===== config.mk =====
export PLATFORM = sky130hd
export DESIGN_NAME = prog_timer
export DESIGN_NICKNAME = d
export VERILOG_FILES = /design/src/rtl/tmr_pkg.sv /design/src/rtl/tmr_prescale.sv /design/src/rtl/tmr_channel.sv /design/src/rtl/prog_timer.sv
export SDC_FILE = /design/constraint.sdc
export NUM_CORES = 1
export LEC_CHECK = 0
export CAP_MARGIN = 20
export CORE_UTILIZATION = 55
export CTS_BUF_LIST = sky130_fd_sc_hd__clkbuf_4
export DETAILED_ROUTE_END_ITERATION = 6
export DONT_BUFFER_PORTS = 1
export PLACE_DENSITY = 0.78
export SLEW_MARGIN = 25
export SYNTH_ARGS = -nofsm -noshare
export SYNTH_HDL_FRONTEND = slang
export SYNTH_SLANG_ARGS = --single-unit
export TNS_END_PERCENT = 30

===== constraint.sdc =====
create_clock -name clk -period 4.5 [get_ports clk]
set_input_delay 0.45 -clock clk [delete_from_list [all_inputs] [get_ports clk]]
set_output_delay 0.45 -clock clk [all_outputs]
set_load 0.01 [all_outputs]

===== src/rtl/tmr_pkg.sv =====
package tmr_pkg;
    localparam int DW = 16;

    localparam logic [1:0] REG_CNT = 2'd0;
    localparam logic [1:0] REG_MODE = 2'd1;
    localparam logic [1:0] REG_TGT = 2'd2;

    localparam int B_STOP = 0;
    localparam int B_TGT_RST = 3;
    localparam int B_IRQ_TGT = 4;
    localparam int B_IRQ_OVF = 5;
    localparam int B_RPT = 6;
    localparam int B_HIT_ANY = 10;
    localparam int B_HIT_TGT = 11;
    localparam int B_HIT_OVF = 12;
    localparam int STORED_BITS = 10;

    typedef enum logic {
        ST_ARMED = 1'b0,
        ST_SPENT = 1'b1
    } irq_state_e;
endpackage


===== src/rtl/tmr_prescale.sv =====
module tmr_prescale #(
    parameter int SLOW_DIV = 1,
    parameter bit USE_LINE = 1'b0,
    localparam int DCW = $clog2(SLOW_DIV > 1 ? SLOW_DIV : 2)
) (
    input  logic clk,
    input  logic rst_n,
    input  logic clk_en,
    input  logic line_tick,
    input  logic restart,
    input  logic slow,
    input  logic stop,
    output logic tick
);
    logic [DCW-1:0] div_q;
    logic           div_hit;
    logic           run;

    assign run     = clk_en && !stop;
    assign div_hit = (div_q == DCW'(SLOW_DIV - 1));

    always_ff @(posedge clk) begin
        if (!rst_n) begin
            div_q <= '0;
        end else if (restart) begin
            div_q <= '0;
        end else if (run && slow && !USE_LINE) begin
            div_q <= div_hit ? '0 : div_q + 1'b1;
        end
    end

    assign tick = run && (!slow || (USE_LINE ? line_tick : div_hit));

    // a divided tick is never followed by another in the next cycle
    a_r13_divider_spacing: assert property (@(posedge clk) disable iff (!rst_n)
        (tick && slow && !USE_LINE && (SLOW_DIV > 1) && !restart) |=> !tick);
endmodule


===== src/rtl/tmr_channel.sv =====
module tmr_channel
    import tmr_pkg::*;
#(
    parameter int SLOW_BIT = 8,
    parameter int SLOW_DIV = 1,
    parameter bit USE_LINE = 1'b0,
    parameter bit HAS_STOP = 1'b0
) (
    input  logic          clk,
    input  logic          rst_n,
    input  logic          clk_en,
    input  logic          line_tick,
    input  logic          wr_count,
    input  logic          wr_mode,
    input  logic          wr_target,
    input  logic          rd_mode,
    input  logic [DW-1:0] wdata,
    output logic [DW-1:0] count_o,
    output logic [DW-1:0] mode_o,
    output logic [DW-1:0] target_o,
    output logic          irq_o
);
    logic [DW-1:0] cnt_q, mode_q, tgt_q;
    logic [DW-1:0] cnt_inc;
    logic          tick, load, stop;
    logic          ev_tgt, ev_ovf, fire;
    irq_state_e    state_q, state_d;

    assign stop = HAS_STOP ? mode_q[B_STOP] : 1'b0;
    assign load = wr_count || wr_mode;

    tmr_prescale #(.SLOW_DIV(SLOW_DIV), .USE_LINE(USE_LINE)) u_pre (
        .clk      (clk),
        .rst_n    (rst_n),
        .clk_en   (clk_en),
        .line_tick(line_tick),
        .restart  (load),
        .slow     (mode_q[SLOW_BIT]),
        .stop     (stop),
        .tick     (tick)
    );

    assign cnt_inc = cnt_q + 16'd1;
    assign ev_tgt  = tick && !load && (cnt_inc == tgt_q);
    assign ev_ovf  = tick && !load && (cnt_q == 16'hFFFF);
    assign fire    = ((ev_tgt && mode_q[B_IRQ_TGT]) || (ev_ovf && mode_q[B_IRQ_OVF]))
                     && (state_q == ST_ARMED || mode_q[B_RPT]);

    // counter and compare registers
    always_ff @(posedge clk) begin
        if (!rst_n) begin
            cnt_q <= '0;
            tgt_q <= '0;
        end else begin
            if (wr_target) tgt_q <= wdata;
            if (wr_mode) begin
                cnt_q <= '0;
            end else if (wr_count) begin
                cnt_q <= wdata;
            end else if (tick) begin
                cnt_q <= (ev_tgt && mode_q[B_TGT_RST]) ? '0 : cnt_inc;
            end
        end
    end

    // mode and sticky status
    always_ff @(posedge clk) begin
        if (!rst_n) begin
            mode_q <= '0;
        end else if (wr_mode) begin
            mode_q <= {{(DW-STORED_BITS){1'b0}}, wdata[STORED_BITS-1:0]};
        end else begin
            if (rd_mode) begin
                mode_q[B_HIT_TGT] <= 1'b0;
                mode_q[B_HIT_OVF] <= 1'b0;
            end
            if (ev_tgt) mode_q[B_HIT_TGT] <= 1'b1;
            if (ev_ovf) mode_q[B_HIT_OVF] <= 1'b1;
            if (ev_tgt || ev_ovf) mode_q[B_HIT_ANY] <= 1'b1;
        end
    end

    // interrupt gating state machine: next state
    always_comb begin
        state_d = state_q;
        unique case (state_q)
            ST_ARMED: if (fire && !mode_q[B_RPT]) state_d = ST_SPENT;
            ST_SPENT: state_d = ST_SPENT;
        endcase
        if (wr_mode) state_d = ST_ARMED;
    end

    // state register
    always_ff @(posedge clk) begin
        if (!rst_n) state_q <= ST_ARMED;
        else        state_q <= state_d;
    end

    // outputs
    always_ff @(posedge clk) begin
        if (!rst_n) irq_o <= 1'b0;
        else        irq_o <= fire;
    end

    assign count_o  = cnt_q;
    assign mode_o   = mode_q;
    assign target_o = tgt_q;

    // a target hit in reset mode leaves the count at zero
    a_r4_target_zeroes: assert property (@(posedge clk) disable iff (!rst_n)
        (ev_tgt && mode_q[B_TGT_RST]) |=> (cnt_q == '0));
    // once spent without repeat, no pulse until a mode write
    a_r8_oneshot_quiet: assert property (@(posedge clk) disable iff (!rst_n)
        (state_q == ST_SPENT && !mode_q[B_RPT]) |=> !irq_o);
    // a mode write restarts the count and re-arms
    a_r10_mode_restart: assert property (@(posedge clk) disable iff (!rst_n)
        wr_mode |=> (cnt_q == '0 && state_q == ST_ARMED));
    // without clock enable the count moves only by writes
    a_r12_hold_idle: assert property (@(posedge clk) disable iff (!rst_n)
        (!clk_en && !load) |=> $stable(cnt_q));
    // a mode read with no event leaves both hit bits clear
    a_r6_read_clears: assert property (@(posedge clk) disable iff (!rst_n)
        (rd_mode && !wr_mode && !tick) |=> (mode_q[B_HIT_OVF:B_HIT_TGT] == 2'b00));
    // the pulse coincides with a hit status bit being set
    a_r7_pulse_with_status: assert property (@(posedge clk) disable iff (!rst_n)
        irq_o |-> (mode_q[B_HIT_TGT] || mode_q[B_HIT_OVF]));
endmodule


===== src/rtl/prog_timer.sv =====
module prog_timer
    import tmr_pkg::*;
#(
    parameter int NCH = 3,
    parameter int PIX_DIV = 5,
    parameter int EIGHTH_DIV = 8,
    parameter int IRQ_BASE = 4,
    localparam int CHW = (NCH > 1) ? $clog2(NCH) : 1,
    localparam int CHN = 2 ** CHW
) (
    input  logic           clk,
    input  logic           rst_n,
    input  logic           clk_en,
    input  logic           line_tick,
    input  logic           wr_en,
    input  logic           rd_en,
    input  logic [CHW-1:0] bus_ch,
    input  logic [1:0]     bus_reg,
    input  logic [DW-1:0]  wr_data,
    output logic [DW-1:0]  rd_data,
    output logic [DW-1:0]  irq_word
);
    logic [DW-1:0] cnt_a [CHN];
    logic [DW-1:0] mode_a [CHN];
    logic [DW-1:0] tgt_a [CHN];
    logic [CHN-1:0] irq_a;
    logic [DW-1:0] rd_sel;

    for (genvar i = 0; i < CHN; i++) begin : g_ch
        if (i < NCH) begin : g_live
            logic hit;
            assign hit = (bus_ch == CHW'(i));
            tmr_channel #(
                .SLOW_BIT((i == 2) ? 9 : 8),
                .SLOW_DIV((i == 0) ? PIX_DIV : ((i == 2) ? EIGHTH_DIV : 1)),
                .USE_LINE(i == 1),
                .HAS_STOP(i == 2)
            ) u_chan (
                .clk      (clk),
                .rst_n    (rst_n),
                .clk_en   (clk_en),
                .line_tick(line_tick),
                .wr_count (wr_en && hit && bus_reg == REG_CNT),
                .wr_mode  (wr_en && hit && bus_reg == REG_MODE),
                .wr_target(wr_en && hit && bus_reg == REG_TGT),
                .rd_mode  (rd_en && hit && bus_reg == REG_MODE),
                .wdata    (wr_data),
                .count_o  (cnt_a[i]),
                .mode_o   (mode_a[i]),
                .target_o (tgt_a[i]),
                .irq_o    (irq_a[i])
            );
        end else begin : g_void
            assign cnt_a[i]  = '0;
            assign mode_a[i] = '0;
            assign tgt_a[i]  = '0;
            assign irq_a[i]  = 1'b0;
        end
    end

    always_comb begin
        unique case (bus_reg)
            REG_CNT:  rd_sel = cnt_a[bus_ch];
            REG_MODE: rd_sel = mode_a[bus_ch];
            REG_TGT:  rd_sel = tgt_a[bus_ch];
            default:  rd_sel = '0;
        endcase
    end

    always_ff @(posedge clk) begin
        if (!rst_n)     rd_data <= '0;
        else if (rd_en) rd_data <= rd_sel;
    end

    always_comb begin
        irq_word = '0;
        for (int i = 0; i < NCH; i++) irq_word[IRQ_BASE + i] = irq_a[i];
    end

    // mode reads never show the upper three bits
    a_r5_mode_top_zero: assert property (@(posedge clk) disable iff (!rst_n)
        (rd_en && bus_reg == REG_MODE) |=> (rd_data[15:13] == 3'b000));
    // read data holds between reads
    a_r2_read_hold: assert property (@(posedge clk) disable iff (!rst_n)
        !rd_en |=> $stable(rd_data));
endmodule


# == After elaboration in Yosys (flattened, before gate mapping) ==
# Index checks and enable logic that the tools add are counted.
# classes
n_addsub,5
n_mul,0
div_mod_pow,0
order_cmp,1
eq_ne,12
shifts,0
mux,36
bitwise_logic,5
reduce_logical,89
# ops
op,n
$mux W16,15
$bmux W16 S2,3
$add A16 B1 Y16 const B,3
$eq A16 B16 Y1,3
$eq A16 B16 Y1 const B,3
$logic_and A1 B1 Y1,48
$pmux W16 S3,1
$reduce_bool A2 Y1,9
$logic_or A1 B1 Y1,15
$logic_not A1 Y1,10
$reduce_or A2 Y1,5
$mux W1,9
$add A3 B1 Y3 const B,2
$eq A3 B3 Y1 const B,2
$mux W2,3
$mux W3,2
$pmux W1 S2,3
$eq A2 B1 Y1 const B,2
$eq A2 B2 Y1 const B,2
$logic_not A2 Y1,2
$not A1 Y1,4
$ge A3 B3 Y1 const B,1
$not A2 Y3,1
# word_totals
register_bits,163
latchBits,0
ram_bits,0
romBits,0
inputBits,26
output_inout_bits,32
elab_cells,175
memories,0

# == Longest topological paths before layout ==
# depth
ltp_word,13
ltp_mapped,11
mapped_depth_nobuf,10

# == Hierarchy ==
# From an unflattened synthesis, not the netlist that was laid out.
# hier_totals
cells_unflattened,1280
hier_area_um2,11008.1
# by_module_without_submodules
mod,n_inst,cells_per_inst,area_each_um2,seq_area_each_um2
tmr_channel (g_ch[1].g_live.u_chan ...),2,318,2793.9,940.9
tmr_channel (g_ch[0].g_live.u_chan),1,343,2925.3,940.9
prog_timer,1,259,2093.3,320.3
tmr_prescale (g_ch[2].g_live.u_chan.u_pre),1,18,188.9,60.1
tmr_prescale (g_ch[0].g_live.u_chan.u_pre),1,22,186.4,60.1
tmr_prescale (g_ch[1].g_live.u_chan.u_pre),1,2,26.3,0.0

# == Least setup slack after synthesis ==
# OpenSTA, ideal clock, no wires.
# synth_path
path_type,register -> register
from,register g_ch[2].g_live.u_chan.cnt_q[1]
to,register g_ch[2].g_live.u_chan.cnt_q[6]
setup_ps,127
arrival_time_ps,2496
t_required_ps,4373
slack_ps,1877
stages_incl_launch_ff,11
n_path_buf,1
period_less_slack_ps,2623
path_cell_list,dfxtp_1 ha_1 nand4_1 or3_1 xnor2_1 nand2_1 nor4_2 nand2_1 buf_4 a31oi_1 o31ai_1
# synth_via
elab_chain_cells,7
# synth_lines
element,line,rtl
from (decl),tmr_channel.sv:23,"logic [DW-1:0] cnt_q, mode_q, tgt_q;"
from (signal assigned),tmr_channel.sv:59,cnt_q <= wdata;
from (signal assigned),tmr_channel.sv:61,cnt_q <= (ev_tgt && mode_q[B_TGT_RST]) ? '0 : cnt_inc;
$add A16 B1 Y16 *,tmr_channel.sv:43,assign cnt_inc = cnt_q + 16'd1;
$eq A16 B16 Y1,tmr_channel.sv:44,assign ev_tgt = tick && !load && (cnt_inc == tgt_q);
$logic_and A1 B1 Y1,tmr_channel.sv:44,
$logic_and A1 B1 Y1,tmr_channel.sv:61,
$mux W16 *,tmr_channel.sv:61,
$mux W16 *,tmr_channel.sv:60,end else if (tick) begin
$mux W16 *,tmr_channel.sv:58,end else if (wr_count) begin
# Mark *: on every way between the ends. The rest lies on a longest branch, timed or not. The select of a mux whose other input is x is not followed.
# A chain may end at the register's enable or synchronous reset.

# == Worst setup path in the final report ==
# layout_path
from,register g_ch[2].g_live.u_chan.cnt_q[0]
to,register g_ch[2].g_live.u_chan.cnt_q[13]
# Same word-level chain as after synthesis.

==> results.cfg <==
[floorplan]
die_y_um = 141.0
die_w_um = 141.0
initial_utilization_pct = 56.42
fp-row-count = 50
dieArea_um2 = 19880
design.core.area_um2 = 18830
io_pins = 58

[clock_tree]
clkSlewWorstSetupHoldPaths_ns = 0.16
ctsRootBufferMaster = clkbuf_4
cts_tree = built
htree_num_levels = 4
cts_inserted_buffers = 17
cts.path.max_buffers = 2
clk-insertion-delay-late_ns = 0.60
cts_sinks = 163

[power_and_ir_drop]
swShare_pct = 31.88
p_leak_nw = 4.077
ir_drop_uv = 174.8
switching_power_mw = 0.8691
power.internal_mw = 1.857
comb_power_share_pct = 11.8
pwr-share-seq_pct = 56.3
clock_power_share_pct = 31.9
powerDensity_nw_per_um2 = 247.9

[critical_path]
path_class = reg -> reg
slowest_delay_ns = 0.57
cpMostUsedCell = nand2_1
cp.required_ns = 4.99
cp.arrival_ns = 4.02
critPathCaptureType = flip-flop
slowest_stage = dfxtp_1
crit_path_max_fanout = 13
startpoint_type = flip-flop
worstPathCellList = ha_1 > nand4_1 > or3_1 > xnor2_1 > nand2_1 > nor4_2 > nand2_1 > a311oi_1 > nor3_1

[synthesis]
postSynthAreaPerCell_um2 = 7.858
ys_warn_count = 0
yosys_register_bits = 163
synth_cell_types = 74
syn_area_um2 = 10620
postSynthCellCount = 1352
ys.flop_type = dfxtp_1
synth-async-reset-ratio_pct = 0
synth_edf_count = 0
seq_area_frac_synth_pct = 30.71

[timing]
slew_headroom_pct = 32.63
tns_ns = 0
maxSlewViolCount = 0
rsz0062_at_grt = false
worst_pin_slew_ns = 1.001
period_needed_ns = 3.530
setup_viol = 0
timing.hold.ws_ns = 0.01042
finalClockSkew_ns = 0.02260
max_freq_mhz = 283.3
finalCritPeriodShare_pct = 78.43
finalHoldViolations = 0

[run]
maxCapViolations = 0

[global_routing]
grt_pass1_vias = 8964
antenna_found_initial = 3
grtUsageTotal_pct = 36.08
grt_max_degree = 81
grt_pass1_wl_mm = 53.77
gr-total-overflow = 0

[route]
num_vias = 10144
drc = 0
wl_mm = 36.29
vias_per_cell = 6.515
wl_per_cell_um = 23.31
firstDrtPassIters = 7
ant_nets = 0
drt-initial-drc-count = 1216

[min_path]
hp-class = in -> reg

[run_status]
status = finished, final reports clean

[layout]
nets = 1316
layout_commonest_cell = nand2_1
final_cells = 1557
drive_gt1_share_pct = 5.633
most-common-layout-cells = nand2_1, dfxtp_1, mux2i_1, o21ai_0, nand3_1
finalCoreUtilization_pct = 58.39
area_growth_pct = 3.497
regArea_um2 = 3263
finalInstanceArea_um2 = 11000
fill_cells = 1728
multiInputGateArea_um2 = 6661

[place]
port_buffers = 0
place_congestion = 0.9847
dp_hpwl_mm = 23.67
place_area_um2 = 10400
dp.cells = 1494
## area by class of cell
type	instances	area share, %
Multi-Input combinational cell	1040	60.58
Timing Repair Buffer	40	3.573
Clock inverter	15	1.309
Tap cell	260	2.959
Inverter	21	0.7169
Antenna cell	1	0.02276
Sequential cell	163	29.68
Clock buffer	17	1.161
## synth_stat cells (34+ instances only)
| master | instances | area share (%) |
|---|---|---|
| a21oi_1 | 55 | 2.6 |
| clkbuf_1 | 81 | 2.9 |
| dfxtp_1 | 163 | 31 |
| mux2i_1 | 100 | 9.4 |
| nand2_1 | 193 | 6.8 |
| nand3_1 | 65 | 3.1 |
| nor2_1 | 57 | 2.0 |
| nor2b_1 | 57 | 3.4 |
| o211ai_1 | 34 | 2.4 |
| o21ai_0 | 83 | 3.9 |
| xnor2_1 | 38 | 3.1 |
| xor2_1 | 34 | 2.8 |
## sequential cells by signal (all words and copies together), names as in the netlist
register and flops:
g_ch.g_live.u_chan.count_o 48, g_ch.g_live.u_chan.target_o 48, g_ch.g_live.u_chan.mode_o 39, rd_data 16
g_ch.g_live.u_chan.u_pre.div_q 6, g_ch.g_live.u_chan.irq_o 3, g_ch.g_live.u_chan.state_q 3
## logic make-up after synthesis
family / after synthesis / synth area share, %
multiplexers: 102 / 9.634
buffers and inverters: 161 / 7.220
other: 1 / 0.03530
flip-flops: 163 / 30.71
XOR/XNOR: 77 / 6.960
adder cells (fa/ha/maj): 7 / 0.8244
AO/OA/AOI/OAI: 299 / 18.17
AND/OR/NAND/NOR: 542 / 26.44
## metal layers
layer / global-route usage, % / up-vias / part of all wire, %
li1: - / 4636 / -
met1: 47.51 / 4765 / 40
met2: 55.38 / 611 / 44
met3: 9.205 / 132 / 12
met4: 16.48 / 0 / 5.1
met5: 0 / - / 0
## final timing paths
check	from	endpoint	slack [ns]	depth (start not counted)
min reg2reg	g_ch[2].g_live.u_chan.u_pre.div_q[2]	g_ch[2].g_live.u_chan.u_pre.div_q[2]	0.47	2
min	rd_en	rd_data[4]	0.01	1
max	g_ch[2].g_live.u_chan.count_o[0]	g_ch[2].g_live.u_chan.count_o[13]	0.97	9
max reg2reg	g_ch[2].g_live.u_chan.count_o[0]	g_ch[2].g_live.u_chan.count_o[13]	0.97	9
## stage by stage
stage | power [mW] | setup WS, ns
after floorplan | 1.811 | 1.877
after detailed placement | 1.827 | 1.077
after global placement | 1.822 | 1.171
after global routing | 2.811 | 0.7035
final | 2.726 | 0.9705
after CTS | 2.703 | 1.062
## worst max-delay path, delay by kind of cell (launching register included)
family                     cells  cell delay (ns)
xor gates and xnor gates       1             0.21
adders and majority gates      1             0.33
AOI/OAI and AO/OA              1             0.41
DFF                            1             0.57
and+or+nand+nor                6             1.90
## power groups by stage
stage | Combinational [mW] | Sequential, mW | Clock (mW)
after floorplan | 0.278 | 1.53 | 0
after global placement | 0.259 | 1.56 | 0
after detailed placement | 0.262 | 1.56 | 0
after CTS | 0.304 | 1.53 | 0.866
after global routing | 0.340 | 1.54 | 0.931
final | 0.321 | 1.54 | 0.869
## timing repair
item / CTS / global route
buffers inserted: 0 / 0
hold buffers: 25 / 5
resized for setup: 0 / 0
endpoints found under the setup margin: 0 / 0
endpoints found under the hold margin: 99 / 14
Power figures use the tool's default switching activity.
